==> src/rtl/bus_stats_pkg.sv <==
// Shared indices for the statistics unit.
// Assumes seven counters and six computed percentages.
package bus_stats_pkg;
    localparam int NUM_CNT = 7;
    localparam int NUM_PCT = 6;

    typedef enum logic [2:0] {
        C_TOTAL = 3'd0,
        C_IIDLE = 3'd1,
        C_DIDLE = 3'd2,
        C_ILOCK = 3'd3,
        C_INSTR = 3'd4,
        C_LOAD  = 3'd5,
        C_STORE = 3'd6
    } cnt_idx_e;

    typedef enum logic [2:0] {
        P_IUTIL = 3'd0,
        P_DUTIL = 3'd1,
        P_LOSS  = 3'd2,
        P_INSTR = 3'd3,
        P_LOAD  = 3'd4,
        P_STORE = 3'd5
    } pct_idx_e;
endpackage

==> src/rtl/stat_sat_counter.sv <==
// Saturating event counter with synchronous clear.
// Assumes inc is already qualified by the cycle strobe.
module stat_sat_counter #(
    parameter int W = 64
) (
    input  logic         clk,
    input  logic         rst_n,
    input  logic         clr,
    input  logic         inc,
    output logic [W-1:0] count
);
    localparam logic [W-1:0] MAX = '1;

    // Count up, stopping at all ones; clear has priority.
    always_ff @(posedge clk) begin
        if (!rst_n || clr)
            count <= '0;
        else if (inc && count != MAX)
            count <= count + 1'b1;
    end
endmodule

==> src/rtl/stat_pct_divider.sv <==
// Bit-serial restoring divider producing floor(num*100*2^FRAC_W/den).
// Assumes num <= den so the quotient fits 7+FRAC_W bits; den==0 gives 0.
module stat_pct_divider #(
    parameter int NUM_W  = 66,
    parameter int FRAC_W = 8
) (
    input  logic              clk,
    input  logic              rst_n,
    input  logic              abort,
    input  logic              start,
    input  logic [NUM_W-1:0]  num,
    input  logic [NUM_W-1:0]  den,
    output logic [6+FRAC_W:0] quo,
    output logic              res_valid
);
    localparam int DVD_W = NUM_W + 7 + FRAC_W;
    localparam int Q_W   = 7 + FRAC_W;
    localparam int CW    = $clog2(DVD_W + 1);

    logic [DVD_W-1:0] dvd;
    logic [NUM_W-1:0] rem;
    logic [NUM_W:0]   rem_sh;
    logic [NUM_W-1:0] rem_nxt;
    logic             qbit;
    logic [CW-1:0]    cnt;
    logic             run;

    // One long-division step: bring down a bit, subtract when it fits.
    always_comb begin
        rem_sh  = {rem, dvd[DVD_W-1]};
        qbit    = rem_sh >= {1'b0, den};
        rem_nxt = qbit ? NUM_W'(rem_sh - {1'b0, den}) : rem_sh[NUM_W-1:0];
    end

    // Sequence the steps and flag the result for one cycle.
    always_ff @(posedge clk) begin
        if (!rst_n || abort) begin
            dvd <= '0; rem <= '0; quo <= '0; cnt <= '0;
            run <= 1'b0; res_valid <= 1'b0;
        end else begin
            res_valid <= 1'b0;
            if (start) begin
                quo <= '0;
                if (den == '0) begin
                    res_valid <= 1'b1;
                    run       <= 1'b0;
                end else begin
                    dvd <= (DVD_W'(num) * DVD_W'(100)) << FRAC_W;
                    rem <= '0;
                    cnt <= CW'(DVD_W);
                    run <= 1'b1;
                end
            end else if (run) begin
                rem <= rem_nxt;
                quo <= {quo[Q_W-2:0], qbit};
                dvd <= dvd << 1;
                cnt <= cnt - 1'b1;
                if (cnt == CW'(1)) begin
                    run       <= 1'b0;
                    res_valid <= 1'b1;
                end
            end
        end
    end
endmodule

==> src/rtl/bus_cycle_stats.sv <==
// Top: seven saturating counters plus a snapshot-and-divide sequencer
// that fills six percentage registers. Assumes all strobes are
// synchronous to clk and qualified by cyc_valid.
module bus_cycle_stats
    import bus_stats_pkg::*;
#(
    parameter int CNT_W  = 64,
    parameter int FRAC_W = 8
) (
    input  logic              clk,
    input  logic              rst_n,
    input  logic              clr,
    input  logic              cyc_valid,
    input  logic              ibus_idle,
    input  logic              dbus_idle,
    input  logic              ev_instr,
    input  logic              ev_load,
    input  logic              ev_store,
    input  logic              ev_interlock,
    input  logic              calc_req,
    output logic [CNT_W-1:0]  cnt_instr,
    output logic [CNT_W-1:0]  cnt_load,
    output logic [CNT_W-1:0]  cnt_store,
    output logic [CNT_W-1:0]  cnt_interlock,
    output logic [CNT_W-1:0]  cnt_total,
    output logic [CNT_W-1:0]  cnt_ibus_idle,
    output logic [CNT_W-1:0]  cnt_dbus_idle,
    output logic [6+FRAC_W:0] pct_ibus_util,
    output logic [6+FRAC_W:0] pct_dbus_util,
    output logic [6+FRAC_W:0] pct_dep_loss,
    output logic [6+FRAC_W:0] pct_instr,
    output logic [6+FRAC_W:0] pct_load,
    output logic [6+FRAC_W:0] pct_store,
    output logic              calc_done
);
    localparam int NUM_W = CNT_W + 2;
    localparam int PCT_W = 7 + FRAC_W;

    logic [NUM_CNT-1:0] inc;
    logic [CNT_W-1:0]   cnt  [NUM_CNT];
    logic [CNT_W-1:0]   snap [NUM_CNT];
    logic [PCT_W-1:0]   pct  [NUM_PCT];
    logic [2:0]         idx;
    logic               busy, start_q;
    logic [NUM_W-1:0]   d_num, d_den, share_den;
    logic [PCT_W-1:0]   d_quo;
    logic               d_valid;

    // Qualify each strobe with the cycle marker.
    always_comb begin
        inc          = '0;
        inc[C_TOTAL] = cyc_valid;
        inc[C_IIDLE] = cyc_valid & ibus_idle;
        inc[C_DIDLE] = cyc_valid & dbus_idle;
        inc[C_ILOCK] = cyc_valid & ev_interlock;
        inc[C_INSTR] = cyc_valid & ev_instr;
        inc[C_LOAD]  = cyc_valid & ev_load;
        inc[C_STORE] = cyc_valid & ev_store;
    end

    for (genvar g = 0; g < NUM_CNT; g++) begin : g_cnt
        stat_sat_counter #(.W(CNT_W)) u_cnt (
            .clk(clk), .rst_n(rst_n), .clr(clr), .inc(inc[g]), .count(cnt[g])
        );
    end

    // Pick numerator and denominator for the current operation.
    always_comb begin
        share_den = NUM_W'(snap[C_INSTR]) + NUM_W'(snap[C_LOAD]) + NUM_W'(snap[C_STORE]);
        d_den     = NUM_W'(snap[C_TOTAL]);
        d_num     = '0;
        case (idx)
            P_IUTIL: d_num = NUM_W'(snap[C_TOTAL] - snap[C_IIDLE]);
            P_DUTIL: d_num = NUM_W'(snap[C_TOTAL] - snap[C_DIDLE]);
            P_LOSS:  d_num = NUM_W'(snap[C_ILOCK]);
            P_INSTR: begin d_num = NUM_W'(snap[C_INSTR]); d_den = share_den; end
            P_LOAD:  begin d_num = NUM_W'(snap[C_LOAD]);  d_den = share_den; end
            default: begin d_num = NUM_W'(snap[C_STORE]); d_den = share_den; end
        endcase
    end

    stat_pct_divider #(.NUM_W(NUM_W), .FRAC_W(FRAC_W)) u_div (
        .clk(clk), .rst_n(rst_n), .abort(clr), .start(start_q),
        .num(d_num), .den(d_den), .quo(d_quo), .res_valid(d_valid)
    );

    // Snapshot on request, then walk the six divisions in order.
    always_ff @(posedge clk) begin
        if (!rst_n || clr) begin
            busy <= 1'b0; start_q <= 1'b0; calc_done <= 1'b0; idx <= '0;
            for (int i = 0; i < NUM_PCT; i++) pct[i] <= '0;
            for (int i = 0; i < NUM_CNT; i++) snap[i] <= '0;
        end else begin
            start_q <= 1'b0;
            if (calc_req && !busy) begin
                for (int i = 0; i < NUM_CNT; i++) snap[i] <= cnt[i];
                busy      <= 1'b1;
                idx       <= '0;
                start_q   <= 1'b1;
                calc_done <= 1'b0;
            end else if (busy && d_valid) begin
                pct[idx] <= d_quo;
                if (idx == 3'(NUM_PCT - 1)) begin
                    busy      <= 1'b0;
                    calc_done <= 1'b1;
                end else begin
                    idx     <= idx + 1'b1;
                    start_q <= 1'b1;
                end
            end
        end
    end

    assign cnt_total     = cnt[C_TOTAL];
    assign cnt_ibus_idle = cnt[C_IIDLE];
    assign cnt_dbus_idle = cnt[C_DIDLE];
    assign cnt_interlock = cnt[C_ILOCK];
    assign cnt_instr     = cnt[C_INSTR];
    assign cnt_load      = cnt[C_LOAD];
    assign cnt_store     = cnt[C_STORE];
    assign pct_ibus_util = pct[P_IUTIL];
    assign pct_dbus_util = pct[P_DUTIL];
    assign pct_dep_loss  = pct[P_LOSS];
    assign pct_instr     = pct[P_INSTR];
    assign pct_load      = pct[P_LOAD];
    assign pct_store     = pct[P_STORE];
endmodule

==> config.mk <==
export PLATFORM = sky130hd
export DESIGN_NAME = bus_cycle_stats
export DESIGN_NICKNAME = d
export VERILOG_FILES = /design/src/rtl/bus_stats_pkg.sv /design/src/rtl/stat_sat_counter.sv /design/src/rtl/stat_pct_divider.sv /design/src/rtl/bus_cycle_stats.sv
export SDC_FILE = /design/constraint.sdc
export NUM_CORES = 2
export LEC_CHECK = 0
export ABC_AREA = 1
export BUFFER_PORTS_ARGS = -buffer_cell sky130_fd_sc_hd__buf_4
export CAP_MARGIN = 20
export CORE_MARGIN = 4
export CORE_UTILIZATION = 45
export CTS_CLUSTER_SIZE = 40
export DETAILED_ROUTE_END_ITERATION = 8
export GPL_TIMING_DRIVEN = 1
export PLACE_DENSITY = 0.72
export SLEW_MARGIN = 20
export SYNTH_ARGS = -nofsm -noshare
export SYNTH_HDL_FRONTEND = slang
export SYNTH_SLANG_ARGS = --single-unit
==> constraint.sdc <==
create_clock -name clk -period 38.3 [get_ports clk]
set_clock_uncertainty 0.1 [all_clocks]
set_input_delay 5.745 -clock clk [delete_from_list [all_inputs] [get_ports clk]]
set_output_delay 5.745 -clock clk [all_outputs]
set_load 0.01 [all_outputs]
# --- Word level (Yosys, flattened, before mapping) ---
# Memory sizes are Yosys's and may differ from the RTL's.
# Index checks and enable logic that the tools add are counted.
# Widths: inputs -> output; s select.
word_totals:
  reg_bits: 625
  latchBits: 0
  ramBits: 538
  rom_bits: 0
  out_inout_bits: 539
  word_cells: 133
  memories: 2
mem_list:
  columns: ["memory", "words", "word_bits", "rd", "rd_ports_with_merged_regs", "write_ports", "line", "rtl"]
  rows:
  - ["snap", 7, 64, 7, 0, 7, "bus_cycle_stats.sv:41", "logic [CNT_W-1:0] snap [NUM_CNT];"]
  - ["pct", 6, 15, 6, 0, 6, "bus_cycle_stats.sv:42", "logic [PCT_W-1:0] pct [NUM_PCT];"]
classes:
  n_addsub: 14
  n_mul: 1
  n_div: 0
  magnitude_cmp: 1
  n_eq_ne: 14
  n_shift: 0
  mux: 45
  bitwise: 14
  reduce_logical: 25
op_table:
  columns: ["cell", "n"]
  rows:
  - ["$add 64x1->64 const B", 7]
  - ["$mux 64", 7]
  - ["$ne 64x64->1 const B", 7]
  - ["$mux 66", 5]
  - ["$pmux 66 s5", 1]
  - ["$mux 81", 3]
  - ["$sub 64x64->65", 2]
  - ["$mul 66x5->71 const B", 1]
  - ["$ge 67x66->1", 1]
  - ["$add 65x64->66", 1]
  - ["$logic_not 66->1", 1]
  - ["$sub 66x66->66", 1]
  - ["$add 64x64->65", 1]
  - ["$mux 1", 24]
  - ["$mux 7", 3]
  - ["$mux 15", 1]
  - ["$reduce_or 15->1", 1]
  - ["$logic_and 1x1->1", 9]
  - ["$reduce_and 2->1", 4]
  - ["$eq 7x1->1 const B", 1]
  - ["$or 1x1->1", 7]
  - ["$sub 7x1->7 const B", 1]
  - ["$and 1x1->1", 6]
  - ["$eq 3x2->1 const B", 2]
  - ["12 further kinds", 17]

# --- Longest topological paths before layout ---
# An unclocked memory read counts as a cell.
depth:
  word_depth: 8
  depth_mapped: 48
  mapped_depth_nobuf: 47

# --- By module ---
# From an unflattened synthesis, not the netlist that was laid out.
unflattened:
  hier_cells: 13771
  area_unflattened_um2: 88648.8
by_module_without_submodules:
  columns: ["module", "instances", "cells_each", "area_each_um2", "seq_area_each_um2"]
  rows:
  - ["bus_cycle_stats", 1, 4662, 36124.6, 16275.6]
  - ["stat_sat_counter at g_cnt[0].u_cnt ...", 6, 746, 4180.3, 1281.2]
  - ["stat_pct_divider", 1, 3908, 23040.8, 3223.1]
  - ["stat_sat_counter at g_cnt[6].u_cnt", 1, 725, 4401.7, 1281.2]

# --- Worst setup path before layout ---
# OpenSTA, ideal clock, no wires.
synth_path:
  path_type: "in2reg"
  start: "in calc_req"
  end: "mem snap[0][0] (enable)"
  t_arrival_ps: 25508
  required_ps: 36876
  slack_ps: 11368
  cell_stages: 2
  path_cell_list: "inv_1 -> o21ai_1"
synth_lines:
  columns: ["item", "line", "rtl"]
  rows:
  - ["from (decl)", "bus_cycle_stats.sv:20", "input logic calc_req,"]
  - ["to (decl)", "bus_cycle_stats.sv:41", null]

# --- Worst setup path in the final report ---
layout_path:
  start: "reg idx[1]"
  end: "reg u_div.dvd[79]"
layout_between:
  elab_chain_len: 6
  elab_cells_between_ends: 14
  cone_classes: "1 x mul; 5 x eq/ne; 4 x mux; 4 x reduce/logical"
layout_lines:
  columns: ["item", "line", "rtl"]
  rows:
  - ["from (decl)", "bus_cycle_stats.sv:43", "logic [2:0] idx;"]
  - ["from (signal assigned)", "bus_cycle_stats.sv:107", "idx <= idx + 1'b1;"]
  - ["parallel branches: the longest is 6 deep, another holds $mul 66x5->71", null, null]
  - ["to (signal assigned)", "stat_pct_divider.sv:48", "dvd <= (DVD_W'(num) * DVD_W'(100)) << FRAC_W;"]
  - ["to (signal assigned)", "stat_pct_divider.sv:56", "dvd <= dvd << 1;"]
  - ["to (decl)", "stat_pct_divider.sv:20", "logic [DVD_W-1:0] dvd;"]
# Several ways; the timed one is not identified. The select of a mux whose other input is x is not followed.
# A chain may end at the register's enable or synchronous reset.

==> results.json <==
{
  "grt_pass1_wl_um": 481000,
  "netlist_area_mm2": 0.0780,
  "routed_wl_um": 333000,
  "layout_min_cycle_time_ns": 10.10,
  "post-dp-hpwl_um": 270000,
  "worst_slack_ns": 28.20,
  "cp_common_cell": "nand2_1",
  "min_period_over_period_pct": 26.4,
  "drt-met1-wl_um": 135000,
  "final_cells": 13800,
  "path_class": "flop to flop",
  "nNetsFinal": 11900,
  "post-cts-setup-buffer-count": 0,
  "ctsHoldBuffers": 0,
  "crit_path_end_kind": "flop",
  "outcome": "finished with violations",
  "die_x_um": 424,
  "yosysWarnings": 0,
  "ys_seq_area_share_pct": 36.5,
  "met2WireLength_um": 138000,
  "relSlewSlack_pct": 10.8,
  "p_switching_mw": 1.96,
  "drt_iter0_drc": 10700,
  "clk_pin_slew_worst_paths_ns": 0.07,
  "syn_nets": 11500,
  "first_pass_iters": 9,
  "drive_above_1_share_pct": 8.06,
  "p_comb_share_pct": 43.0,
  "cts_resized": 0,
  "grt_start_max_net_pins": 150,
  "internal-power_mw": 2.73,
  "cp.required_ns": 38.89,
  "seq_power_share_pct": 28.8,
  "p_leak_nw": 37.8,
  "ir_worst_vdd_mv": 0.0526,
  "synth_area_per_cell_um2": 7.13,
  "regArea_mm2": 0.0285,
  "cts.sink_count": 1153,
  "numCtsBuffers": 131,
  "switching_share_pct": 41.8,
  "ys_types": 63,
  "clockBufferDepth": 3,
  "slew_viol_final": 0,
  "synth_flop_cell": "dfxtp_1",
  "port_buffers": 549,
  "die_area_mm2": 0.180,
  "drc": 2,
  "multi_input_area_mm2": 0.0424,
  "wire_per_inst_um": 24.1,
  "start_util_pct": 45.4,
  "synth_edf_count": 538,
  "crit_fanout": 46,
  "placed_cells": 13600,
  "gp_congestion": 1.10,
  "power.density_mw_per_mm2": 52.8,
  "dieHeight_um": 424,
  "final_common_cell": "nand2_1",
  "htree_levels": 4,
  "layout_common_cells": "nand2_1 (2352), inv_1 (1589), nor2_1 (1578), a21oi_1 (882), dfxtp_1 (614)",
  "slowest_stage": "mux2i_1",
  "overflow": 0,
  "clockRootBuffer": "clkbuf_16",
  "grt_pass1_vias": 74000,
  "vias": 80700,
  "rows": 152,
  "clkLatencyLatePin_ns": 0.82,
  "drv_cap": 0,
  "routed.top_layer": "met5",
  "max_freq_ghz": 0.0990,
  "tns_ns": 0,
  "cts_tree": "done",
  "worstHoldPathType": "flop to flop",
  "viasPerCell": 5.85,
  "ys_ff_latch": 1153,
  "antenna_found_initial": 12,
  "final-hold-violation-count": 0,
  "setup.worst_path.start_class": "flop",
  "grtUsageTotal_pct": 35.6,
  "preCtsSetupSlack_ns": 28.58,
  "violations": "design-rule violations",
  "syn_inst": 10900,
  "setup_viol": 0,
  "met3_length_um": 39800,
  "p_total_mw": 4.69,
  "async_flop_share_pct": 0,
  "fill_cells": 17000,
  "area_delta_synth_final_pct": 13.9,
  "arrival_ns": 10.69,
  "core_mm2": 0.172,
  "worst_pin_slew_ns": 1.33,
  "ant_nets": 0,
  "rsz0062_at_grt": "false",
  "p_clk_share_pct": 28.2,
  "max_stage_delay_ns": 0.90,
  "ios": 550
}
==> power groups by stage <==
stage               Clock [mW]  Combinational [mW]  Sequential (mW)
floorplan                    0                1.37             1.37
global placement             0                1.91             1.37
detailed placement           0                1.93             1.37
CTS                       1.33                1.94             1.35
global route              1.39                2.22             1.35
finish                    1.32                2.01             1.35
==> Yosys cell counts, types with 9 or more instances <==
master	count	area, µm²
o211ai_1	57	428
edfxtp_1	538	16200
or4_1	9	67.6
o21bai_1	14	105
nor4_1	147	920
nand4_1	284	1780
nor3_1	429	2150
fa_1	129	2580
mux2i_1	63	631
inv_1	1592	5980
nand2_1	2354	8840
xnor2_1	61	534
a21oi_1	883	4420
a41oi_1	41	359
a221oi_1	23	201
xor2_1	73	639
o21a_1	69	518
nand3b_1	33	248
nand3_1	376	1880
clkbuf_1	207	777
a21boi_0	11	82.6
a31oi_1	107	669
buf_2	17	85.1
dfxtp_1	615	12300
o31ai_1	9	67.6
o21ai_1	19	95.1
buf_1	41	154
o21ai_0	503	2520
a211oi_1	19	143
a21o_1	15	113
buf_6	11	124
or2_2	91	569
nor3b_1	25	188
ha_1	405	5070
nor2_1	1581	5930
==> worst paths after layout <==
| check | from | end | slack [ns] | depth (start not counted) |
|---|---|---|---|---|
| worst max-delay path | idx[1] | u_div.dvd[79] | 28.20 | 34 |
| worst min-delay path | u_div.dvd[10] | u_div.dvd[10] | 0.37 | 2 |
| worst max register to register | idx[1] | u_div.dvd[79] | 28.20 | 34 |
| worst min register to register | u_div.dvd[10] | u_div.dvd[10] | 0.37 | 2 |
==> state kept, by name, indices dropped and copies added, names as in the netlist, 3 cells and up <==
| signal | cells |
|---|---|
| snap | 448 |
| pct | 90 |
| u_div.quo | 15 |
| g_cnt.u_cnt.count | 448 |
| u_div.rem | 66 |
| u_div.cnt | 7 |
| idx | 3 |
| u_div.dvd | 71 |
==> critical path, delay by kind of cell, from the launching register on <==
family,cells,cell delay (ns)
AO/OA/AOI/OAI,8,2.70
adder cells (fa/ha/maj),6,2.25
AND/OR/NAND/NOR,15,2.58
multiplexers,1,0.90
buffers and inverters,4,1.02
flip-flops,1,0.41
==> layout make-up <==
cell class                      count  area share (%)
Multi-Input combinational cell   7895            47.7
Timing Repair Buffer              598            5.09
Tap cell                         2310            3.25
Antenna cell                        6          0.0169
Clock inverter                     78            1.15
Inverter                         1603            6.79
Sequential cell                  1153            32.0
Clock buffer                      163            3.93
==> per-stage QoR <==
step / instance area [µm²] / utilization [%] / hold WS [ns]
after CTS: 88800 / 51.6 / 0.369
final: 88800 / 51.7 / 0.373
after global placement: 84200 / 49.0 / 0.350
after global routing: 88800 / 51.7 / 0.390
after detailed placement: 84200 / 49.0 / 0.358
after floorplan: 78000 / - / 0.341
==> cell families after synthesis <==
group	count (synthesis)	share of synthesized area (%)
buffers and inverters	1888	9.27
multiplexers	64	0.823
flip-flops	1153	36.5
AND/OR/NAND/NOR	5356	29.2
XOR/XNOR	134	1.51
AO/OA/AOI/OAI	1807	12.9
adder cells (fa/ha/maj)	534	9.81
==> layer usage <==
layer | vias up | track usage (%)
met4 | 4 | 18.0
met3 | 757 | 8.94
li1 | 37300 | -
met2 | 4860 | 52.2
met1 | 37800 | 48.6
met5 | - | 0
(Power assumes the default switching activity.)
